$ cat src/rtl/lin_sync_pkg.sv
package lin_sync_pkg;

    typedef enum logic [1:0] {
        ST_IDLE = 2'd0,
        ST_ARM  = 2'd1,
        ST_MEAS = 2'd2
    } meas_state_e;

endpackage

$ cat src/rtl/lin_fall_detect.sv
module lin_fall_detect (
    input  logic clk,
    input  logic rst_n,
    input  logic rx_i,
    output logic fall_o
);
    logic rx_d, rx_q;

    always_comb begin
        rx_d   = rx_i;
        fall_o = rx_q & ~rx_i;
    end

    always_ff @(posedge clk or negedge rst_n) begin
        if (!rst_n) rx_q <= 1'b1;
        else        rx_q <= rx_d;
    end
endmodule

$ cat src/rtl/lin_span_counter.sv
module lin_span_counter #(
    parameter int CNT_W = 14
) (
    input  logic             clk,
    input  logic             rst_n,
    input  logic             clr_i,
    input  logic             en_i,
    output logic [CNT_W-1:0] cnt_o,
    output logic             sat_o
);
    localparam logic [CNT_W-1:0] CNT_MAX = {CNT_W{1'b1}};

    logic [CNT_W-1:0] cnt_d, cnt_q;

    always_comb begin
        cnt_d = cnt_q;
        if (clr_i)
            cnt_d = CNT_W'(1);
        else if (en_i && (cnt_q != CNT_MAX))
            cnt_d = cnt_q + CNT_W'(1);
        cnt_o = cnt_q;
        sat_o = (cnt_q == CNT_MAX);
    end

    always_ff @(posedge clk or negedge rst_n) begin
        if (!rst_n) cnt_q <= '0;
        else        cnt_q <= cnt_d;
    end


    cnt_sat_chk: assert property (@(posedge clk) disable iff (!rst_n)
        (en_i && !clr_i && cnt_q == CNT_MAX) |=> (cnt_q == CNT_MAX));
endmodule

$ cat src/rtl/lin_div_convert.sv
module lin_div_convert #(
    parameter int CNT_W     = 14,
    parameter int DIV16_W   = 12,
    parameter int MAX_DIV16 = 470
) (
    input  logic [CNT_W-1:0]   span_i,
    input  logic [DIV16_W-1:0] min_i,
    output logic [DIV16_W-1:0] div_o,
    output logic               ok_o
);
    localparam int SUM_W = CNT_W + 1;
    localparam logic [DIV16_W-1:0] MAX_V = DIV16_W'(MAX_DIV16);

    logic [SUM_W-1:0] sum;

    always_comb begin
        sum   = {1'b0, span_i} + SUM_W'(4);
        div_o = DIV16_W'(sum >> 3);
        ok_o  = (div_o >= min_i) && (div_o <= MAX_V);
    end
endmodule

$ cat src/rtl/lin_sync_meter.sv
module lin_sync_meter #(
    parameter int CNT_W     = 14,
    parameter int NOM_DIV16 = 400,
    parameter int SPAN_BITS = 8,
    localparam int DIV16_W  = CNT_W - 2
) (
    input  logic               clk,
    input  logic               rst_n,
    input  logic               start_i,
    input  logic               rx_i,
    input  logic [DIV16_W-1:0] min_div_i,
    output logic [DIV16_W-1:0] div_o,
    output logic               done_o,
    output logic               err_o
);
    import lin_sync_pkg::*;

    localparam int MAX_DIV16  = (NOM_DIV16 * 100) / 85;
    localparam int STOP_FALLS = SPAN_BITS / 2;
    localparam int FALL_W     = $clog2(STOP_FALLS + 1);

    typedef struct packed {
        meas_state_e        state;
        logic [FALL_W-1:0]  falls;
        logic [DIV16_W-1:0] div;
        logic               done;
        logic               err;
    } meter_regs_t;

    meter_regs_t r_d, r_q;

    logic               fall;
    logic               cnt_clr, cnt_en, cnt_sat;
    logic [CNT_W-1:0]   span;
    logic [DIV16_W-1:0] cand;
    logic               cand_ok;

    lin_fall_detect i_fall (
        .clk    (clk),
        .rst_n  (rst_n),
        .rx_i   (rx_i),
        .fall_o (fall)
    );

    lin_span_counter #(.CNT_W(CNT_W)) i_cnt (
        .clk   (clk),
        .rst_n (rst_n),
        .clr_i (cnt_clr),
        .en_i  (cnt_en),
        .cnt_o (span),
        .sat_o (cnt_sat)
    );

    lin_div_convert #(
        .CNT_W     (CNT_W),
        .DIV16_W   (DIV16_W),
        .MAX_DIV16 (MAX_DIV16)
    ) i_conv (
        .span_i (span),
        .min_i  (min_div_i),
        .div_o  (cand),
        .ok_o   (cand_ok)
    );

    always_comb begin
        r_d      = r_q;
        r_d.done = 1'b0;
        r_d.err  = 1'b0;
        cnt_clr  = 1'b0;
        cnt_en   = 1'b0;
        unique case (r_q.state)
            ST_IDLE: begin
                if (start_i) r_d.state = ST_ARM;
            end
            ST_ARM: begin
                if (fall) begin
                    r_d.state = ST_MEAS;
                    r_d.falls = '0;
                    cnt_clr   = 1'b1;
                end
            end
            ST_MEAS: begin
                cnt_en = 1'b1;
                if (start_i) begin
                    r_d.state = ST_ARM;
                end else if (fall && r_q.falls == FALL_W'(STOP_FALLS - 1)) begin
                    r_d.state = ST_IDLE;
                    r_d.done  = 1'b1;
                    if (cand_ok) r_d.div = cand;
                    else         r_d.err = 1'b1;
                end else if (cnt_sat) begin
                    r_d.state = ST_IDLE;
                    r_d.done  = 1'b1;
                    r_d.err   = 1'b1;
                end else if (fall) begin
                    r_d.falls = r_q.falls + FALL_W'(1);
                end
            end
            default: r_d.state = ST_IDLE;
        endcase
    end

    always_ff @(posedge clk or negedge rst_n) begin
        if (!rst_n) begin
            r_q.state <= ST_IDLE;
            r_q.falls <= '0;
            r_q.div   <= DIV16_W'(NOM_DIV16);
            r_q.done  <= 1'b0;
            r_q.err   <= 1'b0;
        end else begin
            r_q <= r_d;
        end
    end

    assign div_o  = r_q.div;
    assign done_o = r_q.done;
    assign err_o  = r_q.err;


    err_with_done_chk: assert property (@(posedge clk) disable iff (!rst_n)
        err_o |-> done_o);


    done_pulse_chk: assert property (@(posedge clk) disable iff (!rst_n)
        done_o |=> !done_o);


    div_hold_chk: assert property (@(posedge clk) disable iff (!rst_n)
        (!done_o || err_o) |-> $stable(div_o));


    div_range_chk: assert property (@(posedge clk) disable iff (!rst_n)
        (done_o && !err_o) |-> (div_o >= min_div_i && div_o <= DIV16_W'(MAX_DIV16)));
endmodule

$ cat config.mk
export PLATFORM = sky130hd
export DESIGN_NAME = lin_sync_meter
export DESIGN_NICKNAME = d
export VERILOG_FILES = /design/src/rtl/lin_sync_pkg.sv /design/src/rtl/lin_fall_detect.sv /design/src/rtl/lin_span_counter.sv /design/src/rtl/lin_div_convert.sv /design/src/rtl/lin_sync_meter.sv
export SDC_FILE = /design/constraint.sdc
export NUM_CORES = 1
export LEC_CHECK = 0
export BUFFER_PORTS_ARGS = -buffer_cell sky130_fd_sc_hd__buf_2
export CAP_MARGIN = 0
export CORE_MARGIN = 2
export CORE_UTILIZATION = 30
export CTS_BUF_LIST = sky130_fd_sc_hd__clkbuf_4 sky130_fd_sc_hd__clkbuf_8
export CTS_CLUSTER_DIAMETER = 30
export DETAILED_ROUTE_END_ITERATION = 8
export GPL_TIMING_DRIVEN = 0
export PLACE_DENSITY = 0.56
export SLEW_MARGIN = 20
export SYNTH_ARGS = -nofsm -noshare
export SYNTH_HDL_FRONTEND = slang
export SYNTH_SLANG_ARGS = --single-unit
$ cat constraint.sdc
create_clock -name clk -period 5.4 [get_ports clk]
set_input_delay 0.27 -clock clk [delete_from_list [all_inputs] [get_ports clk]]
set_output_delay 0.27 -clock clk [all_outputs]
set_load 0.005 [all_outputs]
[Yosys cells after proc, flatten, opt, wreduce, memory -nomap -nowiden]
Index checks and enable logic that the tools add are counted.
Storage, ports and cells
  bits in registers: 34
Cells by class
  add/sub/neg operators: 3
  eq/ne operators: 12
  multiplexer cells: 22
  order comparisons: 2
  reduce and logical (&&, ||, !) cells: 9
  bitwise operators: 3
Operator list (count)
  2-to-1 mux 14 bit: 2
  2-to-1 mux 12 bit: 2
  2-to-1 mux 17 bit: 1
  adder 14 x 3 -> 15 bit (second input constant): 1
  adder 14 x 1 -> 14 bit (second input constant): 1
  equality test 14 bit (second input constant): 1
  2-to-1 mux 2 bit: 7
  inequality test 14 bit (second input constant): 1
  >= comparator 12 bit: 1
  <= comparator 12 x 9 -> 1 bit (second input constant): 1
  inequality test 2 bit (second input constant): 6
  2-to-1 mux 3 bit: 3
  one-hot mux 2 bit (3 select lines): 1
  one-hot mux 3 bit (2 select lines): 1
  AND reduction 6 bit: 1
  2-to-1 mux 5 bit: 1
  2-to-1 mux 1 bit: 4
  inequality test 4 bit (second input constant): 1
  AND reduction 4 bit: 1
  nonzero test 2 bit: 2
  adder 3 x 1 -> 3 bit (second input constant): 1
  equality test 3 x 2 -> 1 bit (second input constant): 1
  logical AND 1 bit: 3
  AND reduction 3 bit: 1
  5 further kinds: 6

[Longest topological paths before layout]
  word-level depth: 7
  gate-level depth with buffers: 14

[Cells and area by module]
Synthesis repeated with hierarchy kept, for this count alone.
Second synthesis, totals
  cells, all modules: 251
  area total of the unflattened synthesis: 2404.8 um2
By module, submodules not included
  lin_sync_meter: times used 1, area each 874.6 um2, cells each 69, sequential area each 479.2 um2
  lin_span_counter: times used 1, area each 825.8 um2, cells each 88, sequential area each 350.3 um2
  lin_div_convert: times used 1, area each 664.4 um2, cells each 92, sequential area each 0.0 um2
  lin_fall_detect: times used 1, area each 40.0 um2, cells each 2, sequential area each 26.3 um2

[Least setup slack after synthesis]
Ideal clock, no wire load.
  kind: reg-to-reg
  start: register i_cnt.cnt_q[2] (netlist: i_cnt.cnt_o[2])
  end: register r_q (netlist bit div_o[2])
  data required time: 5.275 ns
  data arrival time: 2.598 ns
  cell stages (with the launch flop): 14
  setup slack: 2.677 ns
  path through: dfrtp_1 > ha_1 > buf_4 > nand2_2 > nor2_1 > xor2_1 > ha_1 > nand2_1 > nor3_1 > a21oi_1 > o41ai_2 > nand4b_2 > buf_6 > mux2_4
On the way
  word-level cells in the longest chain between the ends: 4
RTL lines
  from (decl): line lin_span_counter.sv:13  | logic [CNT_W-1:0] cnt_d, cnt_q;
  from (signal assigned): line lin_span_counter.sv:27  | else cnt_q <= cnt_d;
  adder 14 x 3 -> 15 bit *: line lin_div_convert.sv:17  | sum = {1'b0, span_i} + SUM_W'(4);
  via cand[5]: line lin_sync_meter.sv:35  | logic [DIV16_W-1:0] cand;
  >= comparator 12 bit or <= comparator 12 x 9 -> 1 bit (tied branches): line lin_div_convert.sv:19  | ok_o = (div_o >= min_i) && (div_o <= MAX_V);
  logical AND 1 bit *: line lin_div_convert.sv:19
  AND reduction 4 bit (no line) *
  to (signal assigned): line lin_sync_meter.sv:111  | r_q <= r_d;
  to (decl): line lin_sync_meter.sv:30  | meter_regs_t r_d, r_q;
The timed path passes the listed nets; every way through them passes the cells marked *.
A chain may end at the register's enable or synchronous reset.

[Worst setup path after layout]
  start: register i_cnt.cnt_q[3] (netlist: i_cnt.cnt_o[3])
  end: register r_q (netlist bit div_o[5])
On the way
  word-level cells in the longest chain between the ends: 4
RTL lines (line)
  adder 14 x 3 -> 15 bit *: lin_div_convert.sv:17
  via cand[5]: lin_sync_meter.sv:35
  >= comparator 12 bit or <= comparator 12 x 9 -> 1 bit (tied branches): lin_div_convert.sv:19
  logical AND 1 bit: lin_div_convert.sv:19
  AND reduction 4 bit (no line)
Marks and branches as above.

==> out/results.ini <==
[placed_design]
port_buffers=29
placed_cells=362
hpwl_mm=3.31
gp_congestion=0.768

[critical_path]
critical_path_class=reg -> reg
r2r-end=div_o[5]
end_kind=register
crit_required_ns=5.57
start_kind=register
path_max_fanout=10
critPathCapture=div_o[5]
r2r_cells=13
arrival_ns=3.38
critical_path.max_stage_delay_ns=0.47
r2r_start=i_cnt.cnt_o[3]
path_cells=ha_1 > buf_4 > nand2_2 > nor2_1 > xor2_1 > ha_1 > a21oi_1 > o21ai_0 > a21oi_1 > o41ai_2 > nand4b_2 > buf_6 > mux2_4
r2r_setup_slack_ns=2.19
critPathLaunch=i_cnt.cnt_o[3]
cp_slowest_cell=dfrtp_1

[timing]
slew_headroom_pct=48.9
setup_tns_ns=0
skew_ns=0.0113
hold_viol=0
rsz0062_at_grt=false
setup_viol=0
worstMarginPinSlew_ns=0.767
timing.final.crit_period_ns=3.21
maxSlewViolCount=0
fmax_mhz=312
period_share_pct=59.4

[drt]
drc_errors=0
post_drt_wl_per_cell_um=12.0
ant_nets=0
vias=1688
viasPerCell=4.56
drt_first_pass_iters=4
wl_mm=4.43
drt_iter0_markers=50

[cts]
cts_max_level=2
cts_resized=0
clkTransAtPathRegs_ns=0.07
cts_inserted_buffers=5
clk_path_buf_depth=2
clock_latency_ns=0.29
clock-sinks=34
clockRootBuffer=clkbuf_8
cts_tree=yes
ctsHoldBuffers=0
postCtsSetupBuffers=0

[grt]
grt_pass1_wl_mm=7.68
grt_max_degree=35
grt_pass1_vias=1628
grt_overflow=0
antenna_found_initial=0
grtUsageTotal_pct=11.6

[power]
power.density_mw_per_mm2=232
ir_drop_mv=0.0963
leakagePower_uw=0.00134

[yosys]
synth.area.top_cells=dfrtp_1 33%, ha_1 8.9%, buf_4 4.6%, dfstp_2 4.6%, mux2_4 4.6%
syn_area_mm2=0.00226
synth_enable_flop_cells=0
synth_area_per_cell_um2=9.66
synth-seq-area-share_pct=37.9
yosysTopAreaCellShare_pct=33.2
yosysUniqueCellTypes=43
yosysTopAreaCell=dfrtp_1
synth_flop_cell=dfrtp_1
synthCells=234
async_flop_share_pct=100
ys_seq_elements=34
synth_nets=266
synth_warnings=0

[floorplanning]
rows=31
die_h_um=90.8
die_area_mm2=0.00825
start_util_pct=31.0
fp.dieW_um=90.8
io_pins=30
core_mm2=0.00729

[cells_and_area]
final_common_cell=buf_2
nNetsFinal=302
syn_to_final_growth_pct=16.2
layout_common_cells=32 x buf_2, 30 x dfrtp_1, 22 x nor2_1
drive_gt1_share_pct=30.3
instances_no_fill=370
antenna_cells=0

[job]
max_cap_violations=0

[worst_hold_path]
hold_path.class=in -> async

[status]
status=completed

## cell usage after synthesis (2+ instances only)
| master | count |
|---|---|
| a21oi_1 | 14 |
| and2_1 | 4 |
| and3_1 | 2 |
| buf_2 | 3 |
| buf_4 | 14 |
| buf_6 | 2 |
| dfrtp_1 | 30 |
| dfstp_2 | 4 |
| ha_1 | 16 |
| inv_1 | 18 |
| mux2_2 | 6 |
| mux2_4 | 7 |
| nand2_1 | 17 |
| nand2b_1 | 3 |
| nand3_1 | 6 |
| nand3_2 | 2 |
| nand4_1 | 4 |
| nor2_1 | 22 |
| nor2b_1 | 3 |
| nor3_1 | 7 |
| o21ai_0 | 8 |
| o41ai_2 | 2 |
| or3_1 | 3 |
| xnor2_1 | 8 |
| xor2_1 | 11 |
## worst min-delay path by stage
stage / start / to / slack (ns)
after global routing: rx_i / i_fall.rx_q / 0.10
after detailed placement: rst_n / div_o[2] / 0.40
after CTS: rst_n / div_o[2] / 0.09
after floorplan: rst_n / div_o[0] / -0.03
after global placement: rst_n / div_o[2] / 0.40
final: rst_n / div_o[2] / 0.05
## cell type report
type	count	area, um2
Inverter	18	67.6
Multi-Input combinational cell	162	1190
Tap cell	99	124
Fill cell	809	4660
Timing Repair Buffer	29	145
Clock buffer	8	97.6
Sequential cell	34	856
Buffer	20	146
## sequential cells by signal (all words and copies together), names as in the netlist
signal       cells
div_o           12
done_o           1
i_fall.rx_q      1
r_q              5
err_o            1
i_cnt.cnt_o     14
## worst max-delay path: cells and delay by family, from the launching register on
family / cells / cell delay, ns
xor+xnor: 1 / 0.36
mux: 1 / 0.30
fa+ha+maj: 2 / 0.51
flops: 1 / 0.47
compound gates: 4 / 0.67
simple gates: 3 / 0.43
buf+inv: 2 / 0.35
## routing by layer
layer / global-route usage [%] / share of wire, %
met3: 3.26 / 4.1
met5: 0 / 0
met4: 3.03 / 0.77
met1: 15.2 / 50
met2: 18.8 / 46
## stage by stage
step	setup slack (ns)	util, %	power (uW)	hold WS, ns	cell area, um2
3_3_place_gp	2.26	34.7	408	0.401	2530
4_1_cts	2.13	36.0	621	0.0869	2630
5_1_grt	1.88	36.0	651	0.104	2630
3_5_place_dp	2.16	34.7	411	0.403	2530
2_1_floorplan	2.68	-	375	-0.0256	2260
6_report	2.19	36.0	610	0.0482	2630
## where the power goes
part | internal (uW) | switching [uW] | total, uW
Sequential | 275 | 19.7 | 295
Clock | 114 | 92.3 | 206
Combinational | 44.1 | 65.0 | 109
## logic make-up (layout without fill, tap and decap cells)
group,Yosys count,in the layout,share of synthesized area [%]
AO/OA/AOI/OAI,32,32,9.74
XOR/XNOR,19,19,7.36
adder cells (fa/ha/maj),16,16,8.85
buffers and inverters,38,75,9.46
flip-flops,34,34,37.9
multiplexers,13,13,7.64
AND/OR/NAND/NOR,82,82,19.1
(Power assumes the default switching activity.)
